## src/rtl/flag_unit_pkg.sv

```systemverilog
package flag_unit_pkg;

   typedef enum logic [2:0] {
      OP_ADD      = 3'd0,
      OP_ADD_TEST = 3'd1,
      OP_SUB      = 3'd2,
      OP_SUB_TEST = 3'd3,
      OP_SHIFT    = 3'd4,
      OP_LOGIC    = 3'd5,
      OP_SPARE6   = 3'd6,
      OP_SPARE7   = 3'd7
   } op_e;

   typedef struct packed {
      logic n;
      logic z;
      logic c;
      logic v;
   } nzcv_t;

   localparam int COND_W = 4;

endpackage

```

## src/rtl/flag_alu.sv

```systemverilog
module flag_alu
   import flag_unit_pkg::*;
#(
   parameter int DATA_W = 32
) (
   input  op_e               op,
   input  logic [DATA_W-1:0] a,
   input  logic [DATA_W-1:0] b,
   input  logic              shift_c,
   input  nzcv_t             cur,
   output logic [DATA_W-1:0] res,
   output nzcv_t             nxt,
   output logic              test_op
);
   localparam int MSB = DATA_W - 1;

   if (DATA_W < 2) begin : g_bad_width
      $error("flag_alu: DATA_W must be at least 2");
   end

   logic [DATA_W:0] sum_x;
   logic [DATA_W:0] dif_x;
   logic            ovf_add;
   logic            ovf_sub;

   always_comb begin
      sum_x   = {1'b0, a} + {1'b0, b};
      dif_x   = {1'b0, a} - {1'b0, b};
      ovf_add = (a[MSB] == b[MSB]) && (sum_x[MSB] != a[MSB]);
      ovf_sub = (a[MSB] != b[MSB]) && (dif_x[MSB] != a[MSB]);
   end

   always_comb begin
      res   = a & b;
      nxt.c = cur.c;
      nxt.v = cur.v;
      unique case (op)
         OP_ADD, OP_ADD_TEST: begin
            res   = sum_x[MSB:0];
            nxt.c = sum_x[DATA_W];
            nxt.v = ovf_add;
         end
         OP_SUB, OP_SUB_TEST: begin
            res   = dif_x[MSB:0];
            nxt.c = ~dif_x[DATA_W];
            nxt.v = ovf_sub;
         end
         OP_SHIFT: begin
            res   = b;
            nxt.c = shift_c;
         end
         default: ;
      endcase
      nxt.n = res[MSB];
      nxt.z = (res == '0);
   end

   assign test_op = (op == OP_ADD_TEST) || (op == OP_SUB_TEST);

endmodule

```

## src/rtl/flag_reg.sv

```systemverilog
module flag_reg
   import flag_unit_pkg::*;
(
   input  logic  clk,
   input  logic  rst,
   input  logic  load,
   input  nzcv_t d,
   output nzcv_t q
);

   always_ff @(posedge clk) begin
      if (rst)       q <= '0;
      else if (load) q <= d;
   end

   AST_RESET_CLEARS: assert property (@(posedge clk)
      rst |=> (q == '0));

   AST_HOLD_WHEN_IDLE: assert property (@(posedge clk) disable iff (rst)
      !load |=> $stable(q));

endmodule

```

## src/rtl/cond_eval.sv

```systemverilog
module cond_eval
   import flag_unit_pkg::*;
(
   input  logic [COND_W-1:0] cond,
   input  nzcv_t             f,
   output logic              pass
);
   localparam int N_PAIR = (1 << COND_W) / 2;

   if (COND_W != 4) begin : g_bad_cond
      $error("cond_eval: condition field must be 4 bits");
   end

   // Even codes test base[k]; the odd neighbour is its inverse.
   logic [N_PAIR-1:0]      base;
   logic [2*N_PAIR-1:0]    tbl;

   always_comb begin
      base[0] = f.z;
      base[1] = f.c;
      base[2] = f.n;
      base[3] = f.v;
      base[4] = f.c & ~f.z;
      base[5] = (f.n == f.v);
      base[6] = ~f.z & (f.n == f.v);
      base[7] = 1'b1;
   end

   for (genvar k = 0; k < N_PAIR; k++) begin : g_pair
      assign tbl[2*k]   = base[k];
      assign tbl[2*k+1] = ~base[k];
   end

   assign pass = tbl[cond];

endmodule

```

## src/rtl/flag_unit.sv

```systemverilog
module flag_unit
   import flag_unit_pkg::*;
#(
   parameter int DATA_W = 32
) (
   input  logic              clk,
   input  logic              rst,
   input  logic              op_valid,
   input  logic [2:0]        op_code,
   input  logic              set_flags,
   input  logic [DATA_W-1:0] opnd_a,
   input  logic [DATA_W-1:0] opnd_b,
   input  logic              shift_carry,
   input  logic [3:0]        cond_code,
   output logic [DATA_W-1:0] result,
   output logic              wb_suppress,
   output logic              flag_n,
   output logic              flag_z,
   output logic              flag_c,
   output logic              flag_v,
   output logic              cond_pass
);
   localparam int MSB = DATA_W - 1;

   op_e   op_s;
   nzcv_t cur_f;
   nzcv_t nxt_f;
   logic  test_op;
   logic  load;

   assign op_s = op_e'(op_code);
   assign load = op_valid & set_flags;

   flag_alu #(.DATA_W(DATA_W)) u_alu (
      .op      (op_s),
      .a       (opnd_a),
      .b       (opnd_b),
      .shift_c (shift_carry),
      .cur     (cur_f),
      .res     (result),
      .nxt     (nxt_f),
      .test_op (test_op)
   );

   flag_reg u_flags (
      .clk  (clk),
      .rst  (rst),
      .load (load),
      .d    (nxt_f),
      .q    (cur_f)
   );

   cond_eval u_cond (
      .cond (cond_code),
      .f    (cur_f),
      .pass (cond_pass)
   );

   assign wb_suppress = op_valid & test_op;
   assign flag_n      = cur_f.n;
   assign flag_z      = cur_f.z;
   assign flag_c      = cur_f.c;
   assign flag_v      = cur_f.v;

   AST_N_FROM_RESULT: assert property (@(posedge clk) disable iff (rst)
      load |=> (flag_n == $past(result[MSB])));

   AST_Z_FROM_RESULT: assert property (@(posedge clk) disable iff (rst)
      load |=> (flag_z == ($past(result) == '0)));

   AST_SHIFT_CARRY: assert property (@(posedge clk) disable iff (rst)
      (load && op_code == 3'd4) |=> (flag_c == $past(shift_carry)));

   AST_SHIFT_KEEP_V: assert property (@(posedge clk) disable iff (rst)
      (load && op_code == 3'd4) |=> $stable(flag_v));

   AST_LOGIC_KEEP_CV: assert property (@(posedge clk) disable iff (rst)
      (load && op_code == 3'd5) |=> $stable({flag_c, flag_v}));

   AST_SUPPRESS_TEST: assert property (@(posedge clk) disable iff (rst)
      (op_valid && (op_code == 3'd1 || op_code == 3'd3)) |-> wb_suppress);

   AST_NEVER_PASSES: assert property (@(posedge clk) disable iff (rst)
      (cond_code == 4'hF) |-> !cond_pass);

   AST_ALWAYS_PASSES: assert property (@(posedge clk) disable iff (rst)
      (cond_code == 4'hE) |-> cond_pass);

endmodule

```

## config.mk

```make
export PLATFORM = sky130hd
export DESIGN_NAME = flag_unit
export DESIGN_NICKNAME = d
export VERILOG_FILES = /design/src/rtl/flag_unit_pkg.sv /design/src/rtl/flag_alu.sv /design/src/rtl/flag_reg.sv /design/src/rtl/cond_eval.sv /design/src/rtl/flag_unit.sv
export SDC_FILE = /design/constraint.sdc
export NUM_CORES = 1
export LEC_CHECK = 0
export BUFFER_PORTS_ARGS = -buffer_cell sky130_fd_sc_hd__buf_4
export CORE_ASPECT_RATIO = 0.6
export CORE_MARGIN = 3
export CORE_UTILIZATION = 43
export CTS_BUF_LIST = sky130_fd_sc_hd__clkbuf_16
export DETAILED_ROUTE_END_ITERATION = 10
export PLACE_DENSITY = 0.75
export RECOVER_POWER = 100
export SYNTH_ARGS = -nofsm -noshare
export SYNTH_HDL_FRONTEND = slang
export SYNTH_SLANG_ARGS = --single-unit
```

## constraint.sdc

```tcl
create_clock -name clk -period 3.95 [get_ports clk]
set_input_delay 0.395 -clock clk [delete_from_list [all_inputs] [get_ports clk]]
set_output_delay 0.395 -clock clk [all_outputs]
set_load 0.005 [all_outputs]
```

### Word-level counts from Yosys, hierarchy flattened

Cells that the tools add are included.
Widths: inputs -> output; s select.

| storage, ports and cells | value |
|---|---|
| register bits after elaboration | 4 |
| input port bits | 76 |
| output and inout bits | 38 |
| logic and storage cells | 45 |

| cells by class | value |
|---|---|
| add/sub/neg operators | 2 |
| magnitude comparators | 1 |
| equality and inequality tests | 9 |
| multiplexer cells | 5 |
| bitwise logic cells | 13 |
| reductions and logical operators | 11 |

Operator list:

| operator | count |
|---|---|
| $pmux 32 s3 | 1 |
| $add 32x32->33 | 1 |
| $sub 32x32->33 | 1 |
| $and 32x32->32 | 1 |
| $logic_not 32->1 | 1 |
| $not 1->1 | 8 |
| $eq 3x2->1 const B | 2 |
| $lt 4x5->1 const B | 1 |
| $and 1x1->1 | 4 |
| $bmux 1 s4 | 1 |
| $reduce_and 2->1 | 2 |
| $reduce_or 2->1 | 2 |
| $eq 3x1->1 const B | 1 |
| $eq 3x3->1 const B | 1 |
| $logic_not 3->1 | 1 |
| $ne 1x1->1 | 3 |
| $pmux 1 s3 | 1 |
| $reduce_bool 3->1 | 1 |
| $eq 1x1->1 | 2 |
| $logic_and 1x1->1 | 2 |
| $pmux 1 s2 | 1 |
| $reduce_bool 2->1 | 1 |
| $logic_or 1x1->1 | 1 |
| $mux 1 | 1 |

### Logic depth before layout (Yosys ltp)

| depth | value |
|---|---|
| depth in word-level cells | 5 |
| gate-level depth with buffers | 15 |
| depth with buffers taken out | 14 |

### Modules after synthesis

From an unflattened synthesis, not the netlist that was laid out.

| second synthesis, totals | value |
|---|---|
| cells, all modules | 821 |
| area total of the unflattened synthesis | 5,356.4 µm² |

By module, submodules not included:

| module | instances | cells each | area an instance (µm²) | seq. area each (µm²) |
|---|---|---|---|---|
| flag_alu | 1 | 795 | 5,121.2 | 0.0 |
| flag_reg | 1 | 13 | 140.1 | 80.1 |
| cond_eval | 1 | 11 | 82.6 | 0.0 |
| flag_unit | 1 | 2 | 12.5 | 0.0 |

### Least setup slack after synthesis

Ideal clock, no wire load.

| timing path | value |
|---|---|
| path kind | input-to-reg |
| start point | input opnd_b[7] |
| end point | register u_flags.q[2] in the netlist's numbering |
| library setup time | 0.069 ns |
| data arrival time | 3.876 ns |
| required time | 3.881 ns |
| setup slack | 0.006 ns |
| cell stages on the path | 14 |
| path buffers | 1 |
| path through | inv_1 -> ha_1 -> buf_6 -> or2_4 -> or4_4 -> or3_1 -> and3_1 -> o32ai_2 -> nor3_1 -> o31a_1 -> nand4bb_1 -> or4_1 -> or4_1 -> o21ai_1 |

| on the way | value |
|---|---|
| word-level cells in the longest chain between the ends | 3 |
| elaborated cells between the ends (all ways) | 5 |
| classes of those cells | add/sub (2); mux (1); bitwise (1); reduce/logical (1) |

RTL lines:

| item | line | source |
|---|---|---|
| start, declared | flag_unit.sv:12 | `input logic [DATA_W-1:0] opnd_b,` |
| $sub 32x32->33 or $add 32x32->33 (tied branches) | flag_alu.sv:28, flag_alu.sv:27 |  |
| $pmux 32 s3 (*) | flag_alu.sv:37 | `unique case (op)` |
| net result[24] | flag_unit.sv:15 | `output logic [DATA_W-1:0] result,` |
| $logic_not 32->1 (*) | flag_alu.sv:55 | `nxt.z = (res == '0);` |
| end signal, assigned | flag_reg.sv:12 | `if (rst) q <= '0;` |
| end signal, assigned | flag_reg.sv:13 | `else if (load) q <= d;` |
| end, declared | flag_reg.sv:8 | `output nzcv_t q` |

Mark *: on every way through the listed nets, which the timed path passes. The rest lies on a longest branch.
A chain may end at the register's enable or synchronous reset.

### Final worst setup path

| timing path | value |
|---|---|
| start point | input opnd_b[7] |
| end point | register u_flags.q[2] in the netlist's numbering |

| on the way | value |
|---|---|
| word-level cells in the longest chain between the ends | 3 |
| elaborated cells between the ends (all ways) | 5 |
| classes of those cells | add/sub (2); mux (1); bitwise (1); reduce/logical (1) |

RTL lines:

| item | line | source |
|---|---|---|
| $sub 32x32->33 (tied with other cells) | flag_alu.sv:28 | `dif_x = {1'b0, a} - {1'b0, b};` |
| $pmux 32 s3 (*) | flag_alu.sv:37 |  |
| $logic_not 32->1 (*) | flag_alu.sv:55 |  |

Mark *: on every way between the ends. The rest lies on a longest branch, timed or not.

==> impl_metrics.env <==
export IMPL_postPlaceCellArea_um2=7170
export IMPL_synth_seq_cells=4
export IMPL_drt_initial_drc_count=983
export IMPL_postLayoutCoreUtil=0.666
export IMPL_drcViolationCount=0
export IMPL_synth_top_area_share=0.158
export IMPL_min_period_over_period=0.996
export IMPL_regArea_um2=80.1
export IMPL_grt_pass1_vias=6766
export IMPL_critical_path_top_delay_family="simple AND/OR/NAND/NOR gates"
export IMPL_cts_max_level=1
export IMPL_yosysTopAreaCell="ha_1"
export IMPL_worstPathArrival_ns=4.10
export IMPL_fin_area_um2=7650
export IMPL_yosysUniqueCellTypes=75
export IMPL_worst_setup_path_type="primary input to register"
export IMPL_cts_made_buffers=3
export IMPL_layout_nets=1191
export IMPL_critPathLaunchType="primary input"
export IMPL_synth_edf_count=0
export IMPL_intPower_mw=0.765
export IMPL_p_sw_mw=0.745
export IMPL_maxSlewHeadroom=0.103
export IMPL_overflow=0
export IMPL_top_regs="u_flags.q: 4 flops"
export IMPL_r2r_start="u_flags.q[0]"
export IMPL_die_height_um=90.7
export IMPL_slowest_delay_ns=0.58
export IMPL_reg2reg_to="u_flags.q[0]"
export IMPL_start_util=0.448
export IMPL_largest_register_ffs=4
export IMPL_syn_nets=962
export IMPL_drtPass1Iterations=8
export IMPL_rrSetupSlack_ns=3.14
export IMPL_hp_class="primary input to register"
export IMPL_min_to="u_flags.q[3]"
export IMPL_worstPathMaxFanout=3
export IMPL_netlist_area_um2=5150
export IMPL_fp_row_count=30
export IMPL_grt_first_pass_wirelength_um=36700
export IMPL_syn_inst=819
export IMPL_via_count=7697
export IMPL_place_congestion=1.08
export IMPL_wirelength_um=24600
export IMPL_grt_usage=0.336
export IMPL_antenna_found_initial=0
export IMPL_max_freq_ghz=0.254
export IMPL_synth_warnings=0
export IMPL_port_buffers=113
export IMPL_nFillCells=1014
export IMPL_min_from="rst"
export IMPL_slowest_stage="or4_4"
export IMPL_rsz0062_at_grt="yes"
export IMPL_wire_per_inst_um=20.4
export IMPL_yosysSeqAreaShare=0.0156
export IMPL_tightest_slew_ns=1.35
export IMPL_root_buffer="clkbuf_16"
export IMPL_cp_required_ns=4.11
export IMPL_synth_area_per_cell_um2=6.28
export IMPL_multiInputGateArea_um2=4990
export IMPL_die_area_um2=13400
export IMPL_worstSetupEndpointType="register"
export IMPL_cts_tree="done"
export IMPL_clk_pin_slew_ns=0.04
export IMPL_p_total_mw=1.51
export IMPL_hold_violations=0
export IMPL_slew_viol_final=0
export IMPL_synthTopCellsByArea="ha_1 (16%), a21oi_1 (7.7%), nor2_1 (6.2%)"
export IMPL_io_pins=114
export IMPL_pwr_share_clk=0.107
export IMPL_finalSetupViolCount=0
export IMPL_ir_worst_vdd_uv=117
export IMPL_cts_sinks=4
export IMPL_p_seq_frac=0.029
export IMPL_leakagePower_nw=3.48
export IMPL_crit_path_cell_trace="buf_4, inv_1, ha_4, or2_4, or4_4, or3_4, and3_4, o32ai_4, nor3_2, o31a_1, nand4bb_1, or4_1, or4_4, o21ai_1"
export IMPL_clkLatencyLatePin_ns=0.23
export IMPL_syn_to_final_growth_pct=48.7
export IMPL_maxCapViolations=0
export IMPL_async_reset_ff_frac=0
export IMPL_crit_path_frequent_cell="or4_4"
export IMPL_core_area_um2=11500
export IMPL_worst_path_stages=14
export IMPL_outcome="finished clean"
export IMPL_grt_max_degree=32
export IMPL_die_w_um=147
export IMPL_via_per_inst=6.38
export IMPL_hold_depth=2
export IMPL_cts_max_path_buffers=2
export IMPL_path_buf_inv=2
export IMPL_p_per_area_nw_per_um2=197
export IMPL_rr_worst_depth=2
export IMPL_clock_skew_ns=0
export IMPL_regMostFlops="u_flags.q"
export IMPL_synthFlopType="dfxtp_1"
export IMPL_switching_share=0.494
export IMPL_power_frac_comb=0.863
export IMPL_ant_nets=0
export IMPL_n_antenna_cell=0
export IMPL_min_period_ns=3.93
export IMPL_hpwl_um=19500
export IMPL_drive_gt1_frac=0.322
-- through the flow --
step	hold slack [ns]	setup WS (ns)	cells	setup TNS, ns
floorplan	0.464	0.00561	819	0
global placement	0.485	-0.321	1199	-0.371
detailed placement	0.497	-0.284	1199	-0.296
CTS	0.367	-0.00325	1202	-0.00325
global route	0.375	-0.0380	1206	-0.0380
finish	0.368	0.0154	1206	0
-- power groups by stage --
| stage | sequential, mW | clock [mW] | combinational (mW) |
|---|---|---|---|
| 4_1_cts | 0.0445 | 0.162 | 1.18 |
| 2_1_floorplan | 0.0448 | 0 | 0.608 |
| 6_report | 0.0445 | 0.162 | 1.30 |
| 3_5_place_dp | 0.0450 | 0 | 1.17 |
| 5_1_grt | 0.0447 | 0.166 | 1.38 |
| 3_3_place_gp | 0.0449 | 0 | 1.16 |
-- metal layers --
metal | wire, um | global-route usage | share of wire | up-vias
li1 | - | - | - | 3478
met1 | 10500 | 0.500 | 0.43 | 3475
met2 | 9100 | 0.433 | 0.37 | 657
met3 | 4290 | 0.149 | 0.17 | 87
met4 | 649 | 0.0744 | 0.026 | 0
met5 | 0 | 0 | 0 | -
-- logic make-up (layout without fill, tap and decap cells) --
family | count (synthesis) | in the layout | synth area share
fa+ha+maj | 67 | 67 | 0.166
xor+xnor | 25 | 25 | 0.0425
simple gates | 290 | 290 | 0.273
buf+inv | 118 | 345 | 0.0890
flops | 4 | 4 | 0.0156
mux | 14 | 14 | 0.0299
compound gates | 301 | 301 | 0.384
-- how the worst max path moves through the flow --
stage	startpoint	endpoint	slack, ns
floorplan	opnd_b[7]	u_flags.q[2]	0.006
detailed placement	opnd_a[0]	u_flags.q[2]	-0.28
global route	opnd_b[7]	u_flags.q[2]	-0.04
finish	opnd_b[7]	u_flags.q[2]	0.02
global placement	opnd_b[11]	u_flags.q[2]	-0.32
CTS	opnd_b[2]	result[29]	-0.003
-- cell type report --
class	instances	share of cell area
Inverter	69	0.0342
Tap cell	160	0.0262
Sequential cell	4	0.0105
Timing Repair Buffer	273	0.267
Multi-Input combinational cell	697	0.652
Clock buffer	3	0.00981
-- cell usage after synthesis (all sizes together), types with 10 or more instances --
library cell and n:
nor2 85, a21oi 79, nand2 77, inv 68
o21ai 68, ha 65, clkbuf 40, nand3 22
xnor2 22, o211ai 20, nor3 19, a211oi 17
o31ai 14, a31oi 13, nor4 13, mux2i 12
nor2b 11, o21a 10
-- worst reg2reg max path, stage by stage, from the launching register on --
cell and delay [ns]:
dfxtp_1 0.39, nor2_1 0.07, a211oi_1 0.25
-- cell usage in the layout (no fill, tap or decap), drive strengths merged, types with 17 or more instances in the layout --
master / synthesis / routed
xnor2: 22 / 22
inv: 68 / 68
ha: 65 / 65
nor2: 85 / 85
o21ai: 68 / 68
a211oi: 17 / 17
a21oi: 79 / 79
o211ai: 20 / 20
nand2: 77 / 77
nor3: 19 / 19
nand3: 22 / 22
buf: 9 / 265
-- timing repair --
action                     CTS  global route
resized for setup            6            67
setup endpoints to repair    2             5
pin swaps                    1            16
buffers inserted             0             4
hold endpoints to repair     0             0
hold buffers                 0             0
(Power assumes the default switching activity.)
